<file path="config.mk">
export PLATFORM = sky130hd
export DESIGN_NAME = sar_bus_ctrl
export DESIGN_NICKNAME = d
export VERILOG_FILES = /design/src/rtl/sarc_pkg.sv /design/src/rtl/sarc_sync.sv /design/src/rtl/sarc_seq.sv /design/src/rtl/sarc_reg.sv /design/src/rtl/sarc_port.sv /design/src/rtl/sar_bus_ctrl.sv
export SDC_FILE = /design/constraint.sdc
export NUM_CORES = 1
export LEC_CHECK = 0
export BUFFER_PORTS_ARGS = -buffer_cell sky130_fd_sc_hd__buf_2
export CAP_MARGIN = 20
export CELL_PAD_IN_SITES_DETAIL_PLACEMENT = 1
export CELL_PAD_IN_SITES_GLOBAL_PLACEMENT = 2
export CORE_UTILIZATION = 35
export CTS_BUF_LIST = sky130_fd_sc_hd__clkbuf_16
export CTS_CLUSTER_DIAMETER = 120
export DETAILED_ROUTE_END_ITERATION = 10
export PLACE_DENSITY = 0.79
export SLEW_MARGIN = 25
export SYNTH_ARGS = -nofsm -noshare
export SYNTH_HDL_FRONTEND = slang
export SYNTH_SLANG_ARGS = --single-unit
</file>
<file path="constraint.sdc">
create_clock -name clk -period 2 [get_ports clk]
set_input_delay 0 -clock clk [delete_from_list [all_inputs] [get_ports clk]]
set_output_delay 0 -clock clk [all_outputs]
set_load 0.02 [all_outputs]
</file>
<file path="src/rtl/sarc_pkg.sv">
package sarc_pkg;

   typedef enum logic [1:0] {
      ST_IDLE  = 2'd0,
      ST_HOLD  = 2'd1,
      ST_ALIGN = 2'd2,
      ST_CONV  = 2'd3
   } seq_state_t;

   function automatic int idx_bits(input int w);
      return (w > 1) ? $clog2(w) : 1;
   endfunction

endpackage

</file>
<file path="src/rtl/sarc_sync.sv">
module sarc_sync #(
   parameter int STAGES = 2
) (
   input  logic clk,
   input  logic rst_n,
   input  logic d,
   output logic q
);

   generate
      if (STAGES == 0) begin : g_bypass
         assign q = d;
      end else if (STAGES == 1) begin : g_single
         logic s_q;
         always_ff @(posedge clk or negedge rst_n) begin
            if (!rst_n) s_q <= 1'b0;
            else        s_q <= d;
         end
         assign q = s_q;
      end else begin : g_chain
         logic [STAGES-1:0] s_q;
         always_ff @(posedge clk or negedge rst_n) begin
            if (!rst_n) s_q <= '0;
            else        s_q <= {s_q[STAGES-2:0], d};
         end
         assign q = s_q[STAGES-1];
      end
   endgenerate

endmodule

</file>
<file path="src/rtl/sarc_seq.sv">
module sarc_seq #(
   parameter int WIDTH      = 8,
   parameter int ALIGN_CLKS = 8,
   parameter int IDXW       = sarc_pkg::idx_bits(WIDTH)
) (
   input  logic            clk,
   input  logic            rst_n,
   input  logic            hold,
   output logic            in_conv,
   output logic            conv_en,
   output logic            last_bit,
   output logic [IDXW-1:0] bit_idx
);
   import sarc_pkg::*;

   localparam int              CNTW    = $clog2(ALIGN_CLKS + 1);
   localparam logic [IDXW-1:0] TOP_IDX = IDXW'(WIDTH - 1);

   seq_state_t      state_q;
   logic [IDXW-1:0] idx_q;
   logic            align_done;

   // phase-alignment wait: a counter when longer than one clock
   generate
      if (ALIGN_CLKS > 1) begin : g_align_cnt
         logic [CNTW-1:0] cnt_q;
         always_ff @(posedge clk or negedge rst_n) begin
            if (!rst_n)
               cnt_q <= '0;
            else if (state_q == ST_ALIGN && !hold && !align_done)
               cnt_q <= cnt_q + 1'b1;
            else
               cnt_q <= '0;
         end
         assign align_done = (cnt_q == CNTW'(ALIGN_CLKS - 1));


         align_bound_chk: assert property (@(posedge clk) disable iff (!rst_n)
            (cnt_q < CNTW'(ALIGN_CLKS)));
      end else begin : g_align_one
         assign align_done = 1'b1;
      end
   endgenerate

   always_ff @(posedge clk or negedge rst_n) begin
      if (!rst_n) begin
         state_q <= ST_IDLE;
         idx_q   <= '0;
      end else if (hold) begin
         state_q <= ST_HOLD;
         idx_q   <= '0;
      end else begin
         case (state_q)
            ST_HOLD: state_q <= ST_ALIGN;
            ST_ALIGN: begin
               if (align_done) begin
                  state_q <= ST_CONV;
                  idx_q   <= TOP_IDX;
               end
            end
            ST_CONV: begin
               if (idx_q == '0) state_q <= ST_IDLE;
               else             idx_q   <= idx_q - 1'b1;
            end
            default: state_q <= ST_IDLE;
         endcase
      end
   end

   assign in_conv  = (state_q == ST_CONV);
   assign conv_en  = in_conv && !hold;
   assign last_bit = conv_en && (idx_q == '0);
   assign bit_idx  = idx_q;


   hold_no_search_chk: assert property (@(posedge clk) disable iff (!rst_n)
      hold |=> (state_q == ST_HOLD));


   bit_step_chk: assert property (@(posedge clk) disable iff (!rst_n)
      (conv_en && idx_q != '0) |=> (in_conv && (idx_q + 1'b1) == $past(idx_q)));

endmodule

</file>
<file path="src/rtl/sarc_reg.sv">
module sarc_reg #(
   parameter int WIDTH = 8,
   parameter int IDXW  = sarc_pkg::idx_bits(WIDTH)
) (
   input  logic             clk,
   input  logic             rst_n,
   input  logic             in_conv,
   input  logic             conv_en,
   input  logic             cmp_below,
   input  logic [IDXW-1:0]  bit_idx,
   output logic [WIDTH-1:0] trial,
   output logic [WIDTH-1:0] decided
);

   localparam logic [WIDTH-1:0] ONE = WIDTH'(1);

   logic [WIDTH-1:0] sar_q;
   logic [WIDTH-1:0] mask;

   assign mask    = ONE << bit_idx;
   assign trial   = in_conv ? (sar_q | mask) : '0;
   assign decided = cmp_below ? sar_q : (sar_q | mask);

   always_ff @(posedge clk or negedge rst_n) begin
      if (!rst_n)
         sar_q <= '0;
      else if (!in_conv)
         sar_q <= '0;
      else if (conv_en)
         sar_q <= decided;
   end


   search_from_empty_chk: assert property (@(posedge clk) disable iff (!rst_n)
      $rose(in_conv) |-> (sar_q == '0));

endmodule

</file>
<file path="src/rtl/sarc_port.sv">
module sarc_port #(
   parameter int WIDTH = 8
) (
   input  logic             clk,
   input  logic             rst_n,
   input  logic             cs_n,
   input  logic             rd_n,
   input  logic             done,
   input  logic             arm_s,
   input  logic             read_s,
   input  logic [WIDTH-1:0] new_code,
   output logic [WIDTH-1:0] data_out,
   output logic             data_oe,
   output logic             intr_n
);

   logic [WIDTH-1:0] latch_q;
   logic             intr_n_q;

   always_ff @(posedge clk or negedge rst_n) begin
      if (!rst_n)    latch_q <= '0;
      else if (done) latch_q <= new_code;
   end

   always_ff @(posedge clk or negedge rst_n) begin
      if (!rst_n)                 intr_n_q <= 1'b1;
      else if (done)              intr_n_q <= 1'b0;
      else if (arm_s || read_s)   intr_n_q <= 1'b1;
   end

   assign data_oe  = !cs_n && !rd_n;
   assign data_out = data_oe ? latch_q : '0;
   assign intr_n   = intr_n_q;


   latch_hold_chk: assert property (@(posedge clk) disable iff (!rst_n)
      !done |=> $stable(latch_q));


   intr_fall_chk: assert property (@(posedge clk) disable iff (!rst_n)
      $fell(intr_n_q) |-> $past(done));


   arm_clear_chk: assert property (@(posedge clk) disable iff (!rst_n)
      (arm_s && !done) |=> intr_n_q);


   read_clear_chk: assert property (@(posedge clk) disable iff (!rst_n)
      (read_s && !done) |=> intr_n_q);

endmodule

</file>
<file path="src/rtl/sar_bus_ctrl.sv">
module sar_bus_ctrl #(
   parameter int WIDTH       = 8,
   parameter int SYNC_STAGES = 2,
   parameter int ALIGN_CLKS  = 8
) (
   input  logic             clk,
   input  logic             rst_n,
   input  logic             cs_n,
   input  logic             wr_n,
   input  logic             rd_n,
   input  logic             cmp_below,
   output logic [WIDTH-1:0] trial_code,
   output logic [WIDTH-1:0] data_out,
   output logic             data_oe,
   output logic             intr_n
);

   localparam int IDXW = sarc_pkg::idx_bits(WIDTH);

   generate
      if (WIDTH < 2) begin : g_bad_width
         $error("sar_bus_ctrl: WIDTH must be 2 or more");
      end
      if (ALIGN_CLKS < 1) begin : g_bad_align
         $error("sar_bus_ctrl: ALIGN_CLKS must be 1 or more");
      end
      if (SYNC_STAGES > 4) begin : g_bad_sync
         $error("sar_bus_ctrl: SYNC_STAGES must be 4 or fewer");
      end
   endgenerate

   logic            hold_raw, read_raw;
   logic            hold_s, read_s;
   logic            in_conv, conv_en, last_bit;
   logic [IDXW-1:0] bit_idx;
   logic [WIDTH-1:0] decided;

   assign hold_raw = !cs_n && !wr_n;
   assign read_raw = !cs_n && !rd_n;

   sarc_sync #(.STAGES(SYNC_STAGES)) u_hold_sync (
      .clk   (clk),
      .rst_n (rst_n),
      .d     (hold_raw),
      .q     (hold_s)
   );

   sarc_sync #(.STAGES(SYNC_STAGES)) u_read_sync (
      .clk   (clk),
      .rst_n (rst_n),
      .d     (read_raw),
      .q     (read_s)
   );

   sarc_seq #(
      .WIDTH      (WIDTH),
      .ALIGN_CLKS (ALIGN_CLKS),
      .IDXW       (IDXW)
   ) u_seq (
      .clk      (clk),
      .rst_n    (rst_n),
      .hold     (hold_s),
      .in_conv  (in_conv),
      .conv_en  (conv_en),
      .last_bit (last_bit),
      .bit_idx  (bit_idx)
   );

   sarc_reg #(
      .WIDTH (WIDTH),
      .IDXW  (IDXW)
   ) u_reg (
      .clk       (clk),
      .rst_n     (rst_n),
      .in_conv   (in_conv),
      .conv_en   (conv_en),
      .cmp_below (cmp_below),
      .bit_idx   (bit_idx),
      .trial     (trial_code),
      .decided   (decided)
   );

   sarc_port #(.WIDTH(WIDTH)) u_port (
      .clk      (clk),
      .rst_n    (rst_n),
      .cs_n     (cs_n),
      .rd_n     (rd_n),
      .done     (last_bit),
      .arm_s    (hold_s),
      .read_s   (read_s),
      .new_code (decided),
      .data_out (data_out),
      .data_oe  (data_oe),
      .intr_n   (intr_n)
   );

endmodule

</file>
# Yosys cells after proc, flatten, opt, wreduce, memory -nomap -nowiden
# Cells that the tools add are included.
dict set report word_totals {
  register_bits 30
  inputBits 6
  out_inout_bits 18
  wordCells 53
}
dict set report op_classes {
  add_sub_neg 2
  eq_ne 8
  shift 1
  n_mux 16
  bitwise_logic 1
  reduce_logical 17
}
# op n
set op_table {}
lappend op_table {{$mux 8} 5}
lappend op_table {{$mux 3} 3}
lappend op_table {{$or 8x8->8} 1}
lappend op_table {{$shl 1x3->8 const A} 1}
lappend op_table {{$logic_and 1x1->1} 6}
lappend op_table {{$mux 2} 3}
lappend op_table {{$ne 3x3->1 const B} 2}
lappend op_table {{$pmux 2 s3} 1}
lappend op_table {{$pmux 3 s2} 1}
lappend op_table {{$logic_not 1->1} 5}
lappend op_table {{$add 4x1->4 const B} 1}
lappend op_table {{$eq 2x2->1 const B} 2}
lappend op_table {{$eq 4x3->1 const B} 1}
lappend op_table {{$mux 4} 1}
lappend op_table {{$logic_not 3->1} 1}
lappend op_table {{$ne 3x2->1 const B} 1}
lappend op_table {{$reduce_and 3->1} 1}
lappend op_table {{$reduce_bool 3->1} 1}
lappend op_table {{$sub 3x1->3 const B} 1}
lappend op_table {{$eq 2x1->1 const B} 1}
lappend op_table {{$mux 1} 2}
lappend op_table {{$ne 2x2->1 const B} 1}
lappend op_table {{$reduce_and 2->1} 1}
lappend op_table {{$reduce_bool 2->1} 1}
lappend op_table {{$logic_or 1x1->1} 1}

# Depth between registers and ports, before layout
# Gate-level depths: netlist of the first run.
dict set report depth {
  word_depth 5
  depth_mapped 6
}

# Hierarchy
# A second synthesis of the first run with hierarchy kept.
dict set report unflattened {
  hier_cells 156
  hier_area_um2 1666.6
}
# mod n_inst cells_each area_each_um2 seq_area_each_um2
set modules_own_cells {}
lappend modules_own_cells {sarc_reg 1 64 578.1 200.2}
lappend modules_own_cells {sarc_seq 1 57 558.0 225.2}
lappend modules_own_cells {sarc_port 1 29 422.9 226.5}
lappend modules_own_cells {sarc_sync 2 2 50.0 50.0}
lappend modules_own_cells {sar_bus_ctrl 1 2 7.5 0.0}

# Least setup slack after synthesis of the first run
# Ideal clock, no wire load.
dict set report synth_path {
  path_kind {register -> register}
  startpoint {register u_seq.idx_q[0] (netlist: u_seq.bit_idx[0])}
  endpoint {register u_seq.idx_q[0] (netlist: u_seq.bit_idx[0])}
  setup_ns 0.125
  t_arrival_ns 1.533
  required_ns 1.875
  path_slack_ns 0.342
  path_stages_with_launch 6
  path_cell_list {dfrtp_1 inv_1 ha_1 and4bb_4 a211oi_4 mux2_4}
}
dict set report synth_between {
  elab_chain_len 4
  elab_cells_between_ends 7
  cone_classes {1 x add/sub; 1 x eq/ne; 3 x mux; 2 x reduce/logical}
}
# item line_no
set synth_rtl {}
lappend synth_rtl {{from (decl)} sarc_seq.sv:20} ;# logic [IDXW-1:0] idx_q;
lappend synth_rtl {{from (signal assigned)} sarc_seq.sv:63} ;# else idx_q <= idx_q - 1'b1;
lappend synth_rtl {{$sub 3x1->3} sarc_seq.sv:63}
lappend synth_rtl {{$mux 3} sarc_seq.sv:62} ;# if (idx_q == '0) state_q <= ST_IDLE;
lappend synth_rtl {{$pmux 3 s2} sarc_seq.sv:53} ;# case (state_q)
lappend synth_rtl {{$mux 3} sarc_seq.sv:49} ;# end else if (hold) begin
# Parallel ways exist; a longest one is shown, timed or not. The select of a mux whose other input is x is not followed.
# A chain may end at the register's enable or synchronous reset.

# Worst setup path after layout of the first run
# Same ends and word-level chain as after synthesis.

==> qor.txt, run 1 <==
Worst Path Required = 2160 ps
CTS sink count = 30
Core Rows = 23
Primary FF master, synth = dfrtp_1
DR vias = 1169
MaxCap Viol Count = 0
fill count = 473
critical path class = reg -> reg
Slew HR = 54.77%
outcome = finished, final reports clean
highest clock rate = 0.5513 GHz
total grt overflow = 0
ant diodes = 0
period utilisation layout = 90.70%
Flop pwr share = 34.9%
Skew-Pair Late Insertion Delay = 270 ps
synth top area cells = dfrtp_1 47%, ha_1 6.5%, nor2b_1 6.1%
Root Driver = clkbuf_16
Async SR Flop Fraction = 100.0%
port bufs = 23
class of the worst hold path = in -> reg
Die W = 68.55 um
CTS H-Tree Depth = 2
YS warnings = 0
Layout Cells excl Fill = 231
post-layout util = 46.21%
worst ir drop on vdd = 0.5631 mV
RSZ-0062 raised after global routing = no
initial core utilization = 37.67%
# nets final = 194
post-synthesis sequential area ratio = 48.51%
Post-Synthesis Cell Area = 1550 sq um
Reg area = 752.0 sq um
Synth area leader = dfrtp_1
number of synthesized register bits = 30
Clock Skew = 4.115 ps
Crit Path Max Fanout = 5
share of post-route cells with drive strength above 1 = 24.31%
P_leak = 0.9207 nW
clock network power share = 30.0%
Synth Net Count = 163
GP Congestion = 0.8060
Least-Margin Pin Slew = 678.4 ps
P_int = 1.531 mW
Post-synth top cells = 29 x dfrtp_1, 16 x a21oi_1, 15 x nor2b_1
Worst setup SP type = flip-flop
Critical Path AT = 1970 ps
DR pass1 iterations = 4
core area = 4115 sq um
Clock Path Buffers = 2
WL/cell = 15.70 um
final WL = 3627 um
Combinational Power Share = 35.1%
Worst setup EP type = flip-flop
Multi-input gate area = 730.7 sq um
count leader, synth = dfrtp_1
clock-pin slew of the registers on the worst-case setup and hold paths = 50 ps
setup TNS = 0 ps
post-layout min period = 1814 ps
die area = 4699 sq um
Final Hold Vio Count = 0
Synth top area share = 46.81%
placed cell count = 219
area delta synth->final = 22.68%
Setup Fix Bufs, Post-CTS = 0
CTS tree = done
vias in the first global route = 1225
Switching Fraction = 34.18%
Slew Viols, Final = 0
largest net degree at the start of global routing = 31
first-pass GRT wire length = 5844 um
Vias/cell = 5.061
NetSw = 0.7951 mW
First DRT Iteration DRCs = 40
setup violation total in the final timing report = 0
DRC Markers = 0
syn_area_per_cell = 10.40 sq um
number of synthesized flops with an enable pin = 0
initial antenna violation count = 0
CTS Buf Count = 5
Ports = 24
Mapped Cells = 149
die height = 68.55 um
detailed placement HPWL = 2643 um
GR Util All Layers = 17.83%
antenna-violating nets left = 0
Synth cell types = 37
pwr dens = 1223 nW/um^2
## sequential cells by signal, summed over array words and instances (netlist names)
| register | cells |
|---|---|
| u_port.latch_q | 8 |
| u_seq.state_q | 2 |
| u_read_sync.g_chain.s_q | 2 |
| u_seq.bit_idx | 3 |
| u_reg.sar_q | 8 |
| u_seq.g_align_cnt.cnt_q | 4 |
| u_hold_sync.g_chain.s_q | 2 |
| u_port.intr_n | 1 |
## placed cells by master, fill, tap and decap left out, types with 2 or more instances in the layout
master,netlist,routed
buf_2,3,23
dfrtp_1,29,29
ha_1,8,8
o21ai_1,4,4
dlygate4sd3_1,0,4
or2_1,2,2
nand2_1,6,6
nor3_1,3,3
nor2_1,8,8
xor2_1,2,2
a21oi_1,16,16
nor2b_1,15,15
inv_1,6,7
mux2_4,2,2
nand3_1,4,4
buf_4,2,5
and2_1,9,9
clkbuf_16,0,5
mux2_1,3,3
a31oi_1,6,6
## final timing paths
| kind | cells after the start | slack (ps) | from | endpoint |
|---|---|---|---|---|
| hold reg to reg | 0 | 350 | u_read_sync.g_chain.s_q[0] | u_read_sync.g_chain.s_q[1] |
| setup / recovery | 5 | 190 | u_seq.bit_idx[0] | u_seq.bit_idx[0] |
| max in group asynchronous | 2 | 1260 | rst_n | u_reg.sar_q[3] |
| hold / removal | 2 | 9 | cs_n | u_read_sync.g_chain.s_q[0] |
| setup reg to reg | 5 | 190 | u_seq.bit_idx[0] | u_seq.bit_idx[0] |
| min in group asynchronous | 2 | 310 | rst_n | u_reg.sar_q[7] |
## stage by stage
step                      power (mW)  setup WS, ps  hold slack, ps  cell area (sq um)
after CTS                      2.357         178.7           1.629               1902
final                          2.326         186.0           8.868               1902
after floorplan                1.424         342.0          -295.6               1550
after global placement         1.584         268.6           71.82               1724
after detailed placement       1.640         188.7           77.44               1724
after global routing           2.492         124.7           44.20               1902
## critical path, stage by stage (launching register included)
cell and delay, ps:
dfrtp_1 410, inv_1 110, ha_1 280, and4bb_4 260, a211oi_4 310, mux2_4 330
## power groups by stage
| stage | combinational [mW] | clock (mW) | sequential, mW |
|---|---|---|---|
| 2_1_floorplan | 0.633 | 0 | 0.791 |
| 3_3_place_gp | 0.778 | 0 | 0.806 |
| 3_5_place_dp | 0.817 | 0 | 0.823 |
| 4_1_cts | 0.827 | 0.717 | 0.813 |
| 5_1_grt | 0.917 | 0.749 | 0.827 |
| 6_report | 0.817 | 0.698 | 0.811 |
## cell type report
cell class	instances	share of cell area, %
Sequential cell	30	39.54
Multi-Input combinational cell	104	38.42
Timing Repair Buffer	32	10.13
Clock buffer	5	6.579
Tap cell	50	3.289
Inverter	7	1.382
Clock inverter	3	0.6579
## logic make-up after synthesis
logic type / synth area share, %
flip-flops: 48.51
XOR/XNOR: 1.130
AO/OA/AOI/OAI: 14.45
adder cells (fa/ha/maj): 6.457
buffers and inverters: 4.357
multiplexers: 4.116
AND/OR/NAND/NOR: 20.99
## routing by layer
metal / vias up / GRT usage, % / wire (um)
met4: 0 / 5.729 / 25
met2: 25 / 29.41 / 1815
li1: 571 / - / -
met1: 571 / 21.09 / 1611
met3: 2 / 7.072 / 174
met5: - / 0 / 0
## repair_timing
action	in CTS	in global routing
hold buffers	4	0
endpoints found under the hold margin	31	0
gates resized for setup	0	0
(Power assumes the default switching activity.)
==> inputs of run 2 (changes only) <==
--- a/config.mk
+++ b/config.mk
@@ -9,10 +9,12 @@
 export CAP_MARGIN = 20
 export CELL_PAD_IN_SITES_DETAIL_PLACEMENT = 1
 export CELL_PAD_IN_SITES_GLOBAL_PLACEMENT = 2
+export CORE_MARGIN = 2
 export CORE_UTILIZATION = 35
 export CTS_BUF_LIST = sky130_fd_sc_hd__clkbuf_16
 export CTS_CLUSTER_DIAMETER = 120
 export DETAILED_ROUTE_END_ITERATION = 10
+export GPL_ROUTABILITY_DRIVEN = 0
 export PLACE_DENSITY = 0.79
 export SLEW_MARGIN = 25
 export SYNTH_ARGS = -nofsm -noshare
==> run 2 against run 1 <==
Net effect:
- non-clock buffer count is 1 lower
- combinational power increased by 1%
- via count is 0.43% higher
- clock power about the same
- cell count rose by 0.43%
- register-to-register slack better by 20 ps
- utilization decreased by 2.4 points
- sequential power is essentially flat
- die area is 5.9% higher
- first-iteration DRC count up 63%
- highest routed layer unchanged
- largest cell class unchanged
==> qor.txt, run 2 (synthesized netlist as in run 1, its figures left out) <==
antenna-violating nets left = 0
post-layout util = 43.81%
Slew Viols, Final = 0
area delta synth->final = 22.20%
commonest non-fill, non-tap cell in the layout = dfrtp_1
P_leak = 0.9167 nW
Worst Path Required = 2160 ps
share of post-route cells with drive strength above 1 = 24.44%
worst ir drop on vdd = 0.3494 mV
RSZ-0062 raised after global routing = no
Critical Path AT = 1950 ps
Flop pwr share = 34.6%
setup TNS = 0 ps
Worst setup SP type = flip-flop
placed standard-cell area = 1727 sq um
setup violation total in the final timing report = 0
Top Registers = u_port.latch_q: 8 flops, u_reg.sar_q: 8 flops, u_seq.g_align_cnt.cnt_q: 4 flops
clock-pin slew of the registers on the worst-case setup and hold paths = 50 ps
port bufs = 23
Final Hold Vio Count = 0
die height = 70.55 um
# nets final = 193
CTS Buf Count = 5
vias in the first global route = 1221
Vias/cell = 5.060
clock network power share = 30.0%
worst setup path start = u_seq.bit_idx[0]
pwr dens = 1233 nW/um^2
Clock Skew = 3.036 ps
CTS H-Tree Depth = 2
die area = 4977 sq um
DR pass1 iterations = 4
first-pass GRT wire length = 6223 um
Switching Fraction = 34.05%
initial core utilization = 35.85%
HP Start = rd_n
detailed placement HPWL = 2654 um
FF-to-FF Start = u_seq.bit_idx[0]
GR Util All Layers = 16.18%
initial antenna violation count = 0
DR vias = 1174
Ports = 24
NetSw = 0.7954 mW
Core Rows = 24
final worst setup slack = 205.0 ps
total grt overflow = 0
critical path class = reg -> reg
Final Power = 2.336 mW
setup slack at placement = 204.8 ps
most frequent cells in the layout = 29 x dfrtp_1, 23 x buf_2, 16 x a21oi_1, 15 x nor2b_1, 9 x and2_1
DRC Markers = 0
Slew HR = 55.58%
First DRT Iteration DRCs = 65
CTS sink count = 30
Root Driver = clkbuf_16
highest clock rate = 0.5571 GHz
P_int = 1.540 mW
CTS tree = done
Die W = 70.55 um
Worst setup EP type = flip-flop
period utilisation layout = 89.75%
outcome = finished, final reports clean
Least-Margin Pin Slew = 666.4 ps
final WL = 3578 um
Final Cell Area = 1894 sq um
class of the worst hold path = in -> reg
Skew-Pair Late Insertion Delay = 270 ps
Combinational Power Share = 35.4%
MaxCap Viol Count = 0
WL/cell = 15.42 um
Crit Path Max Fanout = 5
post-layout min period = 1795 ps
Clock Path Buffers = 2
ant diodes = 0
core area = 4324 sq um
largest net degree at the start of global routing = 31
## run 2: changes by cell type in the layout (fill, tap and decap cells not counted), sizes merged
| cell | before | now |
|---|---|---|
| dlygate4sd3 | 4 | 3 |
## run 2: final cells by class
cell class	count	area, sq um
inverters	7	26.28
flip-flops and latches	30	752.0
fillers	502	2430
clock buffers	5	125.1
repair buffers	31	182.7
multi-input cells	104	730.7
clock inverters	3	12.51
well taps	52	65.06
## run 2: critical path, cell delays in order (launching register included)
cell	delay, ps
dfrtp_1	420
inv_1	110
ha_1	260
and4bb_4	250
a211oi_4	310
mux2_4	330
## run 2: worst paths after layout
| check | endpoint | slack (ps) | depth (start not counted) |
|---|---|---|---|
| max in group asynchronous | u_seq.g_align_cnt.cnt_q[3] | 1270 | 2 |
| min | u_read_sync.g_chain.s_q[0] | 0.6 | 2 |
| min in group asynchronous | u_read_sync.g_chain.s_q[0] | 300 | 2 |
| max | u_seq.bit_idx[0] | 210 | 5 |
| max reg2reg | u_seq.bit_idx[0] | 210 | 5 |
| min reg2reg | u_read_sync.g_chain.s_q[1] | 350 | 0 |
## run 2: per-layer routing
metal  GRT usage, %  wire (um)  vias up
met5              0          0        -
met4          5.660         57        0
met3          4.843        125        5
met2          27.04       1844       15
met1          20.02       1550      584
li1               -          -      570
## run 2: power by group through the flow
stage | clock, mW | combinational, mW | sequential [mW]
5_1_grt | 0.737 | 0.930 | 0.832
4_1_cts | 0.711 | 0.842 | 0.812
2_1_floorplan | 0 | 0.633 | 0.791
6_report | 0.701 | 0.827 | 0.809
3_5_place_dp | 0 | 0.827 | 0.821
3_3_place_gp | 0 | 0.793 | 0.808
## run 2: through the flow
step	hold WS, ps	cells
final	0.5589	232
after global placement	70.51	221
after global routing	38.77	232
after CTS	8.857	232
after floorplan	-295.6	149
after detailed placement	83.46	221
## run 2: timing repair
item | CTS | global route
hold endpoints to repair | 30 | 0
endpoints found under the setup margin | 0 | 0
setup buffers | 0 | 0
gates resized for setup | 0 | 0
hold buffers | 3 | 0
==> inputs of run 3 (changes only) <==
--- a/config.mk
+++ b/config.mk
@@ -10,12 +10,12 @@
 export CELL_PAD_IN_SITES_DETAIL_PLACEMENT = 1
 export CELL_PAD_IN_SITES_GLOBAL_PLACEMENT = 2
 export CORE_MARGIN = 2
-export CORE_UTILIZATION = 35
+export CORE_UTILIZATION = 30
 export CTS_BUF_LIST = sky130_fd_sc_hd__clkbuf_16
 export CTS_CLUSTER_DIAMETER = 120
 export DETAILED_ROUTE_END_ITERATION = 10
 export GPL_ROUTABILITY_DRIVEN = 0
-export PLACE_DENSITY = 0.79
+export PLACE_DENSITY = 0.7
 export SLEW_MARGIN = 25
 export SYNTH_ARGS = -nofsm -noshare
 export SYNTH_HDL_FRONTEND = slang
==> run 3 against run 2 <==
Net effect:
- sequential cell count unchanged
- cell count is 7.8% higher
- the run now ends with hold timing left
- highest routed layer unchanged
- largest power group unchanged
- critical path depth stayed put
- via count increased by 1.4%
- maximum frequency shrank 2.6%
- count of clock-buffer cells in the layout is the same
- utilization decreased by 5.7 points
==> qor.txt, run 3 (synthesized netlist as in run 1, its figures left out) <==
clock-pin slew of the registers on the worst-case setup and hold paths = 50 ps
CTS Buf Count = 5
final WL = 3731 um
Worst Path Required = 2150 ps
largest net degree at the start of global routing = 31
hold_ws = -2.246 ps
class of the worst hold path = in -> reg
fill count = 579
Core Rows = 26
final worst setup slack = 156.9 ps
die height = 75.89 um
Setup Fix Bufs, Post-CTS = 0
Vias/cell = 4.760
post-layout min period = 1843 ps
Worst setup SP type = flip-flop
Layout Cells excl Fill = 250
CTS H-Tree Depth = 2
RSZ-0062 raised after global routing = no
First DRT Iteration DRCs = 54
Clock Skew = 7.492 ps
antenna-violating nets left = 0
CP cell instances = inv_1 > ha_1 > and4bb_4 > a211oi_4 > mux2_4
Root Driver = clkbuf_16
critical path class = reg -> reg
GR Util All Layers = 15.07%
commonest non-fill, non-tap cell in the layout = dfrtp_1
placed cell count = 239
highest clock rate = 0.5426 GHz
share of post-route cells with drive strength above 1 = 25.00%
Slew HR = 54.34%
max incr delay on CP = 420 ps
Crit Path Max Fanout = 5
Clock Path Buffers = 2
detailed placement HPWL = 2779 um
WL/cell = 14.92 um
Final Hold Vio Count = 1
DR pass1 iterations = 4
Slew Viols, Final = 0
initial antenna violation count = 0
CP max-delay cell = dfrtp_1
Top Registers = u_port.latch_q: 8 flops, u_reg.sar_q: 8 flops, u_seq.g_align_cnt.cnt_q: 4 flops
Die W = 75.89 um
outcome = complete, but fails checks
period utilisation layout = 92.16%
ant diodes = 0
pwr dens = 1222 nW/um^2
Skew-Pair Late Insertion Delay = 270 ps
total grt overflow = 0
Critical Path AT = 1990 ps
Ports = 24
Final Power = 2.347 mW
Least-Margin Pin Slew = 684.9 ps
die area = 5759 sq um
most frequent cells in the layout = 29 x dfrtp_1, 23 x buf_2, 16 x a21oi_1, 15 x nor2b_1, 9 x and2_1
DR vias = 1190
CTS tree = done
P_leak = 0.9115 nW
worst ir drop on vdd = 0.4087 mV
setup slack at placement = 162.8 ps
core area = 5042 sq um
setup TNS = 0 ps
area delta synth->final = 23.89%
Worst setup EP type = flip-flop
failing checks = hold timing
DRC Markers = 0
# nets final = 193
MaxCap Viol Count = 0
port bufs = 23
vias in the first global route = 1303
CTS sink count = 30
first-pass GRT wire length = 6313 um
post-cts sizing count = 0
initial core utilization = 30.74%
setup violation total in the final timing report = 0
==> run 3: cell types whose count changed in the layout (fill, tap and decap cells not counted) <==
cell	delta
inv_1	-1
clkinvlp_4	+1
==> run 3: power breakdown <==
part	total [mW]	switching, mW	leakage, nW	internal, mW
registers	0.809	0.0837	0.375	0.725
clock network	0.706	0.253	0.0672	0.453
logic	0.832	0.467	0.469	0.365
==> run 3: timing repair <==
| action | CTS | global route |
|---|---|---|
| hold buffers | 3 | 0 |
| setup endpoints to repair | 0 | 0 |
| hold endpoints to repair | 30 | 0 |
==> run 3: area by class of cell <==
| type | instances | area [sq um] | share of cell area, % |
|---|---|---|---|
| Tap cell | 70 | 87.58 | 4.560 |
| Clock buffer | 5 | 125.1 | 6.515 |
| Inverter | 7 | 26.28 | 1.368 |
| Clock inverter | 3 | 16.27 | 0.8469 |
| Timing Repair Buffer | 31 | 182.7 | 9.511 |
| Sequential cell | 30 | 752.0 | 39.15 |
| Multi-Input combinational cell | 104 | 730.7 | 38.05 |
==> run 3: metrics by stage <==
step,hold WS (ps),area [sq um],utilization (%)
2_1_floorplan,-295.6,1550,-
3_3_place_gp,70.43,1749,34.69
3_5_place_dp,85.99,1749,34.69
4_1_cts,11.24,1921,38.09
5_1_grt,25.54,1921,38.09
6_report,-2.246,1921,38.09
==> run 3: final timing paths <==
path | from | endpoint | slack, ps | cells after the start
max | u_seq.bit_idx[0] | u_seq.bit_idx[1] | 160 | 5
min | rd_n | u_read_sync.g_chain.s_q[0] | -2 | 2
max reg2reg | u_seq.bit_idx[0] | u_seq.bit_idx[1] | 160 | 5
min reg2reg | u_read_sync.g_chain.s_q[0] | u_read_sync.g_chain.s_q[1] | 360 | 0
max in group asynchronous | rst_n | u_reg.sar_q[1] | 1250 | 2
min in group asynchronous | rst_n | u_read_sync.g_chain.s_q[0] | 310 | 2
==> run 3: critical path, delay by kind of cell (launching register included) <==
family	cells	cell delay, ps
flip-flops	1	420
multiplexers	1	330
AO/OA/AOI/OAI	1	320
adder cells (fa/ha/maj)	1	270
AND/OR/NAND/NOR	1	260
buffers and inverters	1	110
==> run 3: per-layer routing <==
layer	vias to the layer above	wire length, um	GRT usage, %
li1	569	-	-
met1	602	1572	17.67
met2	15	2002	26.15
met3	4	116	3.704
met4	0	40	6.238
met5	-	0	0
